**src/rtl/pos_cnt_pkg.sv**
```systemverilog
package pos_cnt_pkg;

  typedef enum logic [1:0] {
    MODE_GRAY   = 2'd0,
    MODE_BINARY = 2'd1,
    MODE_DIRLVL = 2'd2,
    MODE_UPDOWN = 2'd3
  } cnt_mode_e;

  // Map a 2-bit input code {b,a} to a position 0..3 for the code modes.
  function automatic logic [1:0] code_to_pos(input cnt_mode_e m, input logic [1:0] c);
    logic [1:0] p;
    if (m == MODE_GRAY) p = {c[1], c[1] ^ c[0]};
    else                p = c;
    return p;
  endfunction

endpackage

```
**src/rtl/pos_rst_sync.sv**
```systemverilog
module pos_rst_sync #(
  parameter int STAGES = 2
) (
  input  logic clk,
  input  logic rst_n,
  output logic rst_sync_n
);
  logic [STAGES-1:0] chain_q;

  always_ff @(posedge clk or negedge rst_n) begin
    if (!rst_n) begin
      chain_q <= '0;
    end else begin
      chain_q[0] <= 1'b1;
      for (int i = 1; i < STAGES; i++) chain_q[i] <= chain_q[i-1];
    end
  end

  assign rst_sync_n = chain_q[STAGES-1];
endmodule

```
**src/rtl/pos_in_sync.sv**
```systemverilog
module pos_in_sync #(
  parameter int W      = 2,
  parameter int STAGES = 2
) (
  input  logic         clk,
  input  logic         rst_n,
  input  logic [W-1:0] d,
  output logic [W-1:0] q
);
  logic [STAGES-1:0][W-1:0] stg_q;

  always_ff @(posedge clk or negedge rst_n) begin
    if (!rst_n) begin
      stg_q <= '0;
    end else begin
      stg_q[0] <= d;
      for (int i = 1; i < STAGES; i++) stg_q[i] <= stg_q[i-1];
    end
  end

  assign q = stg_q[STAGES-1];
endmodule

```
**src/rtl/pos_step_decode.sv**
```systemverilog
module pos_step_decode
  import pos_cnt_pkg::*;
(
  input  logic [1:0] mode,
  input  logic [1:0] cur,   // {b,a} after synchronizer
  input  logic [1:0] prv,   // {b,a} one cycle earlier
  output logic       step_up,
  output logic       step_dn,
  output logic       step_bad
);
  cnt_mode_e  m;
  logic [1:0] pos_new;
  logic [1:0] pos_old;
  logic [1:0] delta;
  logic       rise_a;
  logic       rise_b;

  always_comb begin
    m        = cnt_mode_e'(mode);
    pos_new  = code_to_pos(m, cur);
    pos_old  = code_to_pos(m, prv);
    delta    = pos_new - pos_old;
    rise_a   = cur[0] & ~prv[0];
    rise_b   = cur[1] & ~prv[1];
    step_up  = 1'b0;
    step_dn  = 1'b0;
    step_bad = 1'b0;
    unique case (m)
      MODE_GRAY, MODE_BINARY: begin
        step_up  = (delta == 2'd1);
        step_dn  = (delta == 2'd3);
        step_bad = (delta == 2'd2);
      end
      MODE_DIRLVL: begin
        step_up = rise_a & ~cur[1];
        step_dn = rise_a &  cur[1];
      end
      MODE_UPDOWN: begin
        step_up = rise_a & ~rise_b;
        step_dn = rise_b & ~rise_a;
      end
      default: begin
        step_up = 1'b0;
      end
    endcase
  end
endmodule

```
**src/rtl/pos_count_core.sv**
```systemverilog
module pos_count_core #(
  parameter int CNT_W = 32
) (
  input  logic             clk,
  input  logic             rst_n,
  input  logic             load_en,
  input  logic [CNT_W-1:0] load_val,
  input  logic             step_up,
  input  logic             step_dn,
  input  logic             step_bad,
  output logic [CNT_W-1:0] count,
  output logic             step_err
);
  localparam logic [CNT_W-1:0] ONE = {{(CNT_W-1){1'b0}}, 1'b1};

  logic [CNT_W-1:0] cnt_q, cnt_d;
  logic             cnt_en;
  logic             err_q, err_d;
  logic             err_en;

  // next-state
  always_comb begin
    cnt_en = load_en | step_up | step_dn;
    if (load_en)      cnt_d = load_val;
    else if (step_up) cnt_d = cnt_q + ONE;
    else if (step_dn) cnt_d = cnt_q - ONE;
    else              cnt_d = cnt_q;

    err_en = load_en | step_bad;
    err_d  = load_en ? 1'b0 : 1'b1;
  end

  // registers
  always_ff @(posedge clk or negedge rst_n) begin
    if (!rst_n) begin
      cnt_q <= '0;
    end else if (cnt_en) begin
      cnt_q <= cnt_d;
    end
  end

  always_ff @(posedge clk or negedge rst_n) begin
    if (!rst_n) begin
      err_q <= 1'b0;
    end else if (err_en) begin
      err_q <= err_d;
    end
  end

  assign count    = cnt_q;
  assign step_err = err_q;
endmodule

```
**src/rtl/pos_counter.sv**
```systemverilog
module pos_counter #(
  parameter int CNT_W       = 32,
  parameter int SYNC_STAGES = 2
) (
  input  logic             clk,
  input  logic             rst_n,
  input  logic             in_a,
  input  logic             in_b,
  input  logic [1:0]       mode,
  input  logic             load_en,
  input  logic [CNT_W-1:0] load_val,
  output logic [CNT_W-1:0] count,
  output logic             step_err
);
  logic       rst_i_n;
  logic [1:0] pins_s;
  logic [1:0] prv_q;
  logic       dec_up;
  logic       dec_dn;
  logic       dec_bad;

  pos_rst_sync #(.STAGES(2)) u_rst (
    .clk        (clk),
    .rst_n      (rst_n),
    .rst_sync_n (rst_i_n)
  );

  pos_in_sync #(.W(2), .STAGES(SYNC_STAGES)) u_sync (
    .clk   (clk),
    .rst_n (rst_i_n),
    .d     ({in_b, in_a}),
    .q     (pins_s)
  );

  always_ff @(posedge clk or negedge rst_i_n) begin
    if (!rst_i_n) prv_q <= 2'b00;
    else          prv_q <= pins_s;
  end

  pos_step_decode u_dec (
    .mode     (mode),
    .cur      (pins_s),
    .prv      (prv_q),
    .step_up  (dec_up),
    .step_dn  (dec_dn),
    .step_bad (dec_bad)
  );

  pos_count_core #(.CNT_W(CNT_W)) u_core (
    .clk      (clk),
    .rst_n    (rst_i_n),
    .load_en  (load_en),
    .load_val (load_val),
    .step_up  (dec_up),
    .step_dn  (dec_dn),
    .step_bad (dec_bad),
    .count    (count),
    .step_err (step_err)
  );
endmodule

```
**config.mk**
```make
export PLATFORM = sky130hd
export DESIGN_NAME = pos_counter
export DESIGN_NICKNAME = d
export VERILOG_FILES = /design/src/rtl/pos_cnt_pkg.sv /design/src/rtl/pos_rst_sync.sv /design/src/rtl/pos_in_sync.sv /design/src/rtl/pos_step_decode.sv /design/src/rtl/pos_count_core.sv /design/src/rtl/pos_counter.sv
export SDC_FILE = /design/constraint.sdc
export NUM_CORES = 1
export LEC_CHECK = 0
export BUFFER_PORTS_ARGS = -buffer_cell sky130_fd_sc_hd__buf_2
export CORE_ASPECT_RATIO = 0.8
export CORE_UTILIZATION = 30
export DETAILED_ROUTE_END_ITERATION = 16
export SLEW_MARGIN = 20
export SYNTH_ARGS = -nofsm -noshare
export SYNTH_HDL_FRONTEND = slang
export SYNTH_SLANG_ARGS = --single-unit
export TNS_END_PERCENT = 100
```
**constraint.sdc**
```tcl
create_clock -name clk -period 1.2 [get_ports clk]
set_input_delay 0.12 -clock clk [delete_from_list [all_inputs] [get_ports clk]]
set_output_delay 0.12 -clock clk [all_outputs]
set_load 0.05 [all_outputs]
```
; Yosys cells after proc, flatten, opt, wreduce, memory -nomap -nowiden
; Index checks and enable logic that the tools add are counted.
[word_totals]
register_bits = 41
in_bits = 39
output_inout_bits = 33
elab_cells = 44
[op_classes]
n_addsub = 3
n_eq_ne = 6
muxes = 9
n_bitwise = 16
reduce_logical = 4
[op_table]
columns = cell, n
row1 = $mux W32, 3
row2 = $add A32 B1 Y32 const B, 1
row3 = $sub A32 B1 Y32 const B, 1
row4 = $eq A2 B2 Y1 const B, 4
row5 = $and A1 B1 Y1, 6
row6 = $pmux W1 S3, 2
row7 = $not A1 Y1, 5
row8 = $eq A2 B1 Y1 const B, 2
row9 = $mux W1, 4
row10 = $or A1 B1 Y1, 3
row11 = $reduce_bool A3 Y1, 1
row12 = $logic_not A2 Y1, 1
row13 = $reduce_and A2 Y1, 1
row14 = $reduce_or A2 Y1, 1
row15 = $sub A2 B2 Y2, 1
row16 = $xor A1 B1 Y1, 2

; Depth between registers and ports, before layout
; Gate-level depths: netlist of run 1.
[logic_depth]
depth_word = 8
depth_mapped = 19

; Modules after synthesis
; A second synthesis of run 1 with hierarchy kept.
[unflattened]
cells_unflattened = 423
area_unflattened_um2 = 3588.4
[by_module_without_submodules]
columns = mod, instances, cells_each, area_each_um2, seq_area_each_um2
row1 = pos_count_core, 1, 394, 3231.8, 825.8
row2 = pos_step_decode, 1, 18, 137.6, 0.0
row3 = pos_in_sync, 1, 6, 115.1, 100.1
row4 = pos_rst_sync, 1, 3, 53.8, 50.0
row5 = pos_counter, 1, 2, 50.0, 50.0

; Least setup slack after synthesis of run 1
; Ideal clock, no wire load.
[synth_path]
kind = register -> register
startpoint = reg u_sync.stg_q (netlist bit u_sync.q[1])
endpoint = reg u_core.cnt_q[22], in the netlist u_core.count[22]
arrival_time_ps = 3680
t_required_ps = 1075
path_slack_ps = -2605
path_stages_with_launch = 19
n_path_buf = 4
synth_period_minus_slack_ps = 3805
cell_sequence = dfrtp_1 > nand2_1 > xor2_1 > ha_1 > or2_2 > o22ai_4 > buf_6 > clkbuf_8 > clkbuf_8 > xnor2_1 > ha_1 > buf_6 > nor3_1 > nand3_1 > o41ai_1 > a222oi_1 > mux2i_1 > xnor2_1 > mux2_2
[synth_via]
elab_chain_cells = 8
elab_cells_between_ends = 20
cone_classes = add/sub: 1 / eq/ne: 2 / mux: 5 / bitwise: 10 / reduce/logical: 2
[synth_rtl]
columns = element, line_no
row1 = "start, declared", pos_in_sync.sv:10  ; logic [STAGES-1:0][W-1:0] stg_q;
row2 = $xor A1 B1 Y1, pos_cnt_pkg.sv:13  ; if (m == MODE_GRAY) p = {c[1], c[1] ^ c[0]};
row3 = $mux W1, pos_cnt_pkg.sv:13
row4 = $sub A2 B2 Y2, pos_step_decode.sv:22  ; delta = pos_new - pos_old;
row5 = $eq A2 B1 Y1, pos_step_decode.sv:30  ; step_up = (delta == 2'd1);
row6 = $pmux W1 S3, pos_step_decode.sv:28  ; unique case (m)
row7 = $or A1 B1 Y1 (2 in a row), pos_count_core.sv:23  ; cnt_en = load_en | step_up | step_dn;
row8 = $reduce_and A2 Y1 (no line), n/a
row9 = "end signal, assigned", pos_count_core.sv:38  ; cnt_q <= cnt_d;
row10 = "end, declared", pos_count_core.sv:16  ; logic [CNT_W-1:0] cnt_q, cnt_d;
; Several ways; a longest one is shown, not always the timed one.
; A chain may end at the register's enable or synchronous reset.

; Final worst setup path of run 1
[layout_path]
startpoint = reg prv_q[1]
endpoint = reg u_core.cnt_q[22], in the netlist u_core.count[22]
[layout_via]
elab_chain_cells = 8
elab_cells_between_ends = 18
cone_classes = add/sub: 1 / eq/ne: 2 / mux: 5 / bitwise: 8 / reduce/logical: 2
[layout_rtl]
columns = element, line_no
row1 = "start, declared", pos_counter.sv:17  ; logic [1:0] prv_q;
row2 = "start signal, assigned", pos_counter.sv:37  ; else prv_q <= pins_s;
row3 = $xor A1 B1 Y1 or $not A1 Y1 (tied branches), "pos_cnt_pkg.sv:13, pos_step_decode.sv:24"
row4 = $mux W1 or $and A1 B1 Y1 (tied branches), "pos_cnt_pkg.sv:13, pos_step_decode.sv:24"
row5 = $sub A2 B2 Y2 or $not A1 Y1 (tied branches), "pos_step_decode.sv:22, pos_step_decode.sv:39"
row6 = $eq A2 B1 Y1 or $and A1 B1 Y1 (tied branches), "pos_step_decode.sv:30, pos_step_decode.sv:39"
row7 = $pmux W1 S3, pos_step_decode.sv:28
row8 = $or A1 B1 Y1 (2 in a row), pos_count_core.sv:23
row9 = $reduce_and A2 Y1 (no line), n/a
; Several ways; a longest one is shown, not always the timed one.

==> results.sh, run 1 <==
export IMPL_maximum_number_of_pins_on_one_net_before_global_route_repair=31
export IMPL_clock_skew_final_ns=0.00910
export IMPL_clk_root_buffer_cell="clkbuf_16"
export IMPL_cts_inserted_buffers=5
export IMPL_wp_data_arrival_ns=3.47
export IMPL_vias_per_cell=5.33
export IMPL_yosys_most_used_dff="dfrtp_1"
export IMPL_critPathLaunchType="register"
export IMPL_ioPinCount=72
export IMPL_syn_inst=394
export IMPL_clkLatencyLatePin_ns=0.30
export IMPL_ys_seq_area_frac=0.302
export IMPL_slew_viol_final=0
export IMPL_ys_ff_latch=41
export IMPL_holdCritStartpoint="load_val[24]"
export IMPL_gp_routability_congestion=0.956
export IMPL_area_growth_pct=79.8
export IMPL_unrepaired_setup_endpoints_after_global_routing="yes"
export IMPL_pwr_density_cell_mw_per_mm2=1180
export IMPL_final_common_cell="buf_4"
export IMPL_drt_pre_antenna_iters=6
export IMPL_drive_gt1_frac=0.576
export IMPL_placeableCoreArea_mm2=0.0109
export IMPL_worstHoldPathType="in2reg"
export IMPL_critical_path_slowest_cell="dfrtp_1"
export IMPL_placedInstanceArea_mm2=0.00475
export IMPL_number_of_warnings_printed_during_yosys_synthesis=0
export IMPL_post_route_min_period_ns=3.29
export IMPL_netlist_area_mm2=0.00339
export IMPL_crit_path_max_fanout=3
export IMPL_die_area_mm2=0.0117
export IMPL_gr_usage_all_layers=0.233
export IMPL_timing_critical_path_to_type="register"
export IMPL_buffer_ports_inserted=71
export IMPL_power_leakage_uw=0.00255
export IMPL_highest_clock_rate_mhz=304
export IMPL_antennaDiodeCount=0
export IMPL_floorplan_die_width_um=121
export IMPL_net_count_final=647
export IMPL_worst_setup_path_type="reg2reg"
export IMPL_timing_final_hold_violations=0
export IMPL_net_count_after_synthesis=436
export IMPL_yosys_cell_types_count=72
export IMPL_min_period_over_period=2.74
export IMPL_final_instance_count_excl_fill=750
export IMPL_die_height_um=97.1
export IMPL_clock_sink_count=41
export IMPL_final_fill_count=928
export IMPL_pre_cts_ws_ns=-2.18
export IMPL_setup_violations_final=39
export IMPL_post_route_drc_count=0
export IMPL_detailed_place_hpwl_um=9470
export IMPL_result_of_the_run="finished with violations"
export IMPL_final_setup_worst_slack_ns=-2.09
export IMPL_cts_tree="built"
export IMPL_synth_enable_flop_cells=0
export IMPL_ant_nets=0
export IMPL_critical_path_top_cell_by_count="xnor2_2"
export IMPL_cp_startpoint="prv_q[1]$_DFF_PN0_"
export IMPL_start_util=0.310
export IMPL_placed_cells=703
export IMPL_worst_setup_hold_path_clk_slew_ns=0.07
export IMPL_async_reset_ff_frac=1.00
export IMPL_clock_path_buffers=2
export IMPL_slowest_cell_delay_on_critical_path_ns=0.37
export IMPL_final_area_mm2=0.00610
export IMPL_grt_pass1_wl_um=21300
export IMPL_mostFrequentLayoutCells="127 x buf_4, 43 x buf_2, 39 x buf_6"
export IMPL_drt_total_wl_um=13800
export IMPL_regToRegStartpoint="prv_q[1]$_DFF_PN0_"
export IMPL_grt_antenna_before_repair=0
export IMPL_drt_first_iter_violations=210
export IMPL_cts_htree_levels=2
export IMPL_via_count_of_the_first_global_routing_pass=4022
export IMPL_max_cap_violations=0
export IMPL_grt_overflow=0
export IMPL_timing_critical_path_required_ns=1.39
export IMPL_post_synth_cell_area_avg_um2=8.62
export IMPL_ordered_cell_list_for_the_critical_path="nand2_2 -> xnor2_2 -> ha_1 -> or2_4 -> o22ai_4 -> xnor2_2 -> ha_4 -> nand2_4 -> nor4_4 -> nand3_2 -> a222oi_1 -> buf_4 -> mux2i_1 -> xnor2_1 -> mux2_2"
export IMPL_violations="setup timing"
export IMPL_fin_setup_tns_ns=-54.21
export IMPL_num_rows=34
export IMPL_peakVddDrop_mv=0.819
export IMPL_vias_post_dr=3995
export IMPL_route_detailed_wl_per_inst_um=18.4
==> kinds of logic after synthesis <==
| kind of cell | after synthesis | synth area share |
|---|---|---|
| DFF | 41 | 0.302 |
| muxes | 26 | 0.0844 |
| buffers and inverters | 37 | 0.0840 |
| AOI/OAI and AO/OA | 67 | 0.132 |
| xor gates and xnor gates | 31 | 0.0800 |
| adders and majority gates | 3 | 0.0111 |
| other | 1 | 0.00110 |
| and+or+nand+nor | 188 | 0.305 |
==> cells in the mapped netlist (2+ instances only) <==
| library cell | instances | area share |
|---|---|---|
| nor2b_1 | 3 | 0.0055 |
| dfrtp_1 | 41 | 0.30 |
| nand4b_1 | 2 | 0.0052 |
| inv_1 | 2 | 0.0022 |
| o21ai_1 | 2 | 0.0029 |
| nand3b_1 | 3 | 0.0066 |
| buf_2 | 2 | 0.0029 |
| o21ai_0 | 25 | 0.037 |
| or2_2 | 3 | 0.0055 |
| nand3_1 | 20 | 0.029 |
| nand2_1 | 42 | 0.046 |
| ha_1 | 3 | 0.011 |
| mux2i_1 | 8 | 0.024 |
| nor4_1 | 13 | 0.024 |
| clkbuf_8 | 8 | 0.032 |
| xor2_1 | 12 | 0.031 |
| clkbuf_1 | 14 | 0.015 |
| or4b_1 | 2 | 0.0059 |
| or3_1 | 5 | 0.0092 |
| nand4_1 | 14 | 0.026 |
| or4_1 | 5 | 0.011 |
| a21oi_1 | 11 | 0.016 |
| buf_4 | 3 | 0.0066 |
| nor3_1 | 24 | 0.035 |
| a31oi_1 | 6 | 0.011 |
| nor3b_1 | 3 | 0.0066 |
| xnor2_1 | 19 | 0.049 |
| nor2_1 | 31 | 0.034 |
| mux2_2 | 16 | 0.053 |
| and3_1 | 4 | 0.0074 |
| buf_6 | 6 | 0.020 |
| o22ai_4 | 2 | 0.012 |
==> through the flow <==
step                hold slack [ns]   util  power [µW]
global placement            -0.0950  0.434        4460
global route                 0.0375  0.558        7510
floorplan                    -0.176      -        3430
CTS                          0.0289  0.521        6820
finish                       0.0268  0.558        7220
detailed placement          -0.0913  0.434        4480
==> worst paths after layout <==
check                                                     to  slack [ns]  cells past startpoint
worst max-delay path            u_core.count[22]$_DFFE_PN0P_       -2.09                     15
worst min-delay path            u_core.count[24]$_DFFE_PN0P_        0.03                      3
worst max register to register  u_core.count[22]$_DFFE_PN0P_       -2.09                     15
worst min register to register  u_core.count[19]$_DFFE_PN0P_        0.23                      1
max in group asynchronous       u_core.count[28]$_DFFE_PN0P_        0.64                      1
min in group asynchronous         u_rst.chain_q[1]$_DFF_PN0_        0.13                      2
==> metal layers <==
metal,vias to the layer above,share of wire,global-route usage
met5,-,0,0
met4,0,0.010,0.0627
met3,19,0.094,0.0716
met2,172,0.43,0.325
met1,1937,0.47,0.342
li1,1867,-,-
==> sequential cells by signal, indices dropped and copies added, names as in the netlist <==
name             cells
u_sync.stg_q         2
u_sync.q             2
u_rst.chain_q        2
u_core.step_err      1
prv_q                2
u_core.count        32
==> where the power goes <==
part | leakage [µW] | internal [µW] | switching, µW
clock network | 0.0000800 | 986 | 630
logic | 0.00199 | 1870 | 1980
registers | 0.000477 | 1550 | 213
==> critical path: cells and delay by family, from the launching register on <==
family	cells	cell delay, ns
flops	1	0.37
compound gates	2	0.49
buf+inv	1	0.18
xor+xnor	3	0.40
fa+ha+maj	2	0.52
mux	2	0.52
simple gates	5	0.68
==> area by class of cell <==
type	count	area, µm²	share of cell area
multi-input combinational	316	2580	0.424
tap	144	180	0.0295
timing repair buffer	239	2120	0.348
sequential	41	1040	0.170
inverter	2	7.51	0.00123
clock buffer	5	125	0.0205
clock inverter	3	46.3	0.00759
==> repair_timing <==
action	4_1_cts	5_1_grt
setup endpoints to repair	58	55
hold buffers	3	0
gates cloned	3	0
buffers inserted	24	15
endpoints found under the hold margin	4	0
resized for setup	134	76
pin swaps	41	39
Note: power is estimated with default switching activity, not from simulation.
==> run 2, diff against run 1 <==
--- a/config.mk
+++ b/config.mk
@@ -9,6 +9,7 @@
 export CORE_ASPECT_RATIO = 0.8
 export CORE_UTILIZATION = 30
 export DETAILED_ROUTE_END_ITERATION = 16
+export REMOVE_ABC_BUFFERS = 1
 export SLEW_MARGIN = 20
 export SYNTH_ARGS = -nofsm -noshare
 export SYNTH_HDL_FRONTEND = slang
==> run 2 against run 1 <==
Effect of this change:
- the run still ends with setup timing left
- register-to-register slack is essentially flat
- sequential share of layout area grew 1.4 points
- combinational power shrank 10%
- flip-flop and latch count is the same
- highest routed layer unchanged
- maximum frequency hardly changed
- via count shrank 2.7%
==> results.sh, run 2 (same netlist as run 1, synthesis figures left out) <==
export IMPL_worst_slew_margin_rel=0.554
export IMPL_num_rows=34
export IMPL_fin_setup_tns_ns=-53.10
export IMPL_worst_setup_path_type="reg2reg"
export IMPL_critPathLaunchType="register"
export IMPL_clkLatencyLatePin_ns=0.30
export IMPL_worstHoldPathType="in2reg"
export IMPL_route_detailed_wl_per_inst_um=17.6
export IMPL_net_count_final=631
export IMPL_antennaDiodeCount=0
export IMPL_vias_post_dr=3889
export IMPL_setup_violations_final=35
export IMPL_wp_data_arrival_ns=3.47
export IMPL_cp_startpoint="u_sync.q[1]$_DFF_PN0_"
export IMPL_highest_clock_rate_mhz=304
export IMPL_violations="setup timing"
export IMPL_regToRegStartpoint="u_sync.q[1]$_DFF_PN0_"
export IMPL_pwr_density_cell_mw_per_mm2=1240
export IMPL_power_leakage_uw=0.00238
export IMPL_unrepaired_setup_endpoints_after_global_routing="yes"
export IMPL_gr_usage_all_layers=0.220
export IMPL_area_growth_pct=67.3
export IMPL_drt_first_iter_violations=226
export IMPL_post_layout_total_power_uw=7020
export IMPL_result_of_the_run="finished with violations"
export IMPL_clock_skew_final_ns=0.00700
export IMPL_post_route_min_period_ns=3.29
export IMPL_final_instance_count_excl_fill=734
export IMPL_clock_sink_count=41
export IMPL_grt_antenna_before_repair=0
export IMPL_slew_viol_final=0
export IMPL_ant_nets=0
export IMPL_placed_cells=700
export IMPL_timing_critical_path_to_type="register"
export IMPL_placeableCoreArea_mm2=0.0109
export IMPL_timing_critical_path_required_ns=1.39
export IMPL_holdCritStartpoint="load_val[23]"
export IMPL_final_fill_count=1001
export IMPL_grt_overflow=0
export IMPL_clk_root_buffer_cell="clkbuf_16"
export IMPL_post_route_drc_count=0
export IMPL_final_common_cell="buf_4"
export IMPL_pre_cts_ws_ns=-2.22
export IMPL_cts_htree_levels=2
export IMPL_mostFrequentLayoutCells="125 x buf_4, 42 x buf_2, 40 x nand2_1"
export IMPL_drt_pre_antenna_iters=5
export IMPL_gp_routability_congestion=0.947
export IMPL_vias_per_cell=5.30
export IMPL_worst_setup_hold_path_clk_slew_ns=0.07
export IMPL_floorplan_die_width_um=121
export IMPL_timing_reg2reg_setup_slack_ns=-2.09
export IMPL_drive_gt1_frac=0.542
export IMPL_timing_hold_ws_ns=0.0323
export IMPL_max_cap_violations=0
export IMPL_ioPinCount=72
export IMPL_timing_final_hold_violations=0
export IMPL_die_area_mm2=0.0117
export IMPL_start_util=0.310
export IMPL_final_seq_area_mm2=0.00104
export IMPL_cts_tree="built"
export IMPL_cts_inserted_buffers=5
export IMPL_grt_pass1_wl_um=20300
export IMPL_clock_path_buffers=2
export IMPL_final_setup_worst_slack_ns=-2.09
export IMPL_crit_path_max_fanout=4
export IMPL_die_height_um=97.1
export IMPL_min_period_over_period=2.74
export IMPL_maximum_number_of_pins_on_one_net_before_global_route_repair=40
export IMPL_peakVddDrop_mv=0.570
export IMPL_buffer_ports_inserted=71
export IMPL_largest_register_ffs=32
export IMPL_via_count_of_the_first_global_routing_pass=3891
export IMPL_detailed_place_hpwl_um=9070
export IMPL_drt_total_wl_um=12900
export IMPL_multi_input_area_mm2=0.00240
export IMPL_worst_slew_pin_transition_ns=0.662
==> run 2: cell count changes in the layout (fill, tap and decap cells not counted), moves of 5 or more <==
cell / before / now
o21ai_0: 6 / 12
buf_8: 16 / 8
buf_12: 8 / 3
nor4_1: 5 / 10
==> run 2: repair_timing <==
action                                 4_1_cts  5_1_grt
hold buffers                                 3        0
gates resized for setup                    103       74
setup endpoints to repair                   58       61
buffers inserted                            10       16
pin swaps                                   21       26
cloned                                       1        1
endpoints found under the hold margin        4        0
==> run 2: path summary, 6_finish.rpt <==
path	endpoint	cells after the start
setup / recovery	u_core.count[22]$_DFFE_PN0P_	15
hold / removal	u_core.count[23]$_DFFE_PN0P_	3
setup reg to reg	u_core.count[22]$_DFFE_PN0P_	15
hold reg to reg	u_core.count[3]$_DFFE_PN0P_	1
max in group asynchronous	u_core.count[27]$_DFFE_PN0P_	1
min in group asynchronous	u_rst.chain_q[0]$_DFF_PN0_	2
==> run 2: area by class of cell <==
type / instances / area share
tap: 144 / 0.0317
multi-input combinational: 316 / 0.423
clock buffer: 5 / 0.0220
timing repair buffer: 223 / 0.327
clock inverter: 3 / 0.0115
sequential: 41 / 0.184
inverter: 2 / 0.00132
==> run 2: metrics by stage <==
step / utilization / cell area (µm²)
2_1_floorplan: - / 3120
3_3_place_gp: 0.423 / 4620
3_5_place_dp: 0.423 / 4620
4_1_cts: 0.483 / 5280
5_1_grt: 0.519 / 5680
6_report: 0.519 / 5680
==> run 2: per-layer routing <==
metal  part of all wire  GRT usage  vias up
met4              0.015     0.0541        0
li1                   -          -     1843
met5                  0          0        -
met1               0.47      0.318     1852
met2               0.43      0.330      168
met3              0.081     0.0458       26
==> run 2: critical path: stages (launching register included) <==
cell      delay (ns)
dfrtp_1         0.37
nand2_2         0.06
xor2_1          0.14
ha_1            0.31
or2_4           0.27
o22ai_4         0.13
xnor2_2         0.16
ha_4            0.21
nand2_4         0.06
nor4_4          0.18
nand3_2         0.11
a222oi_1        0.42
buf_4           0.20
mux2i_1         0.21
xnor2_1         0.08
mux2_2          0.26
==> run 2: power breakdown <==
| group | internal, µW | switching (µW) |
|---|---|---|
| Sequential | 1550 | 216 |
| Clock | 1190 | 613 |
| Combinational | 1610 | 1840 |
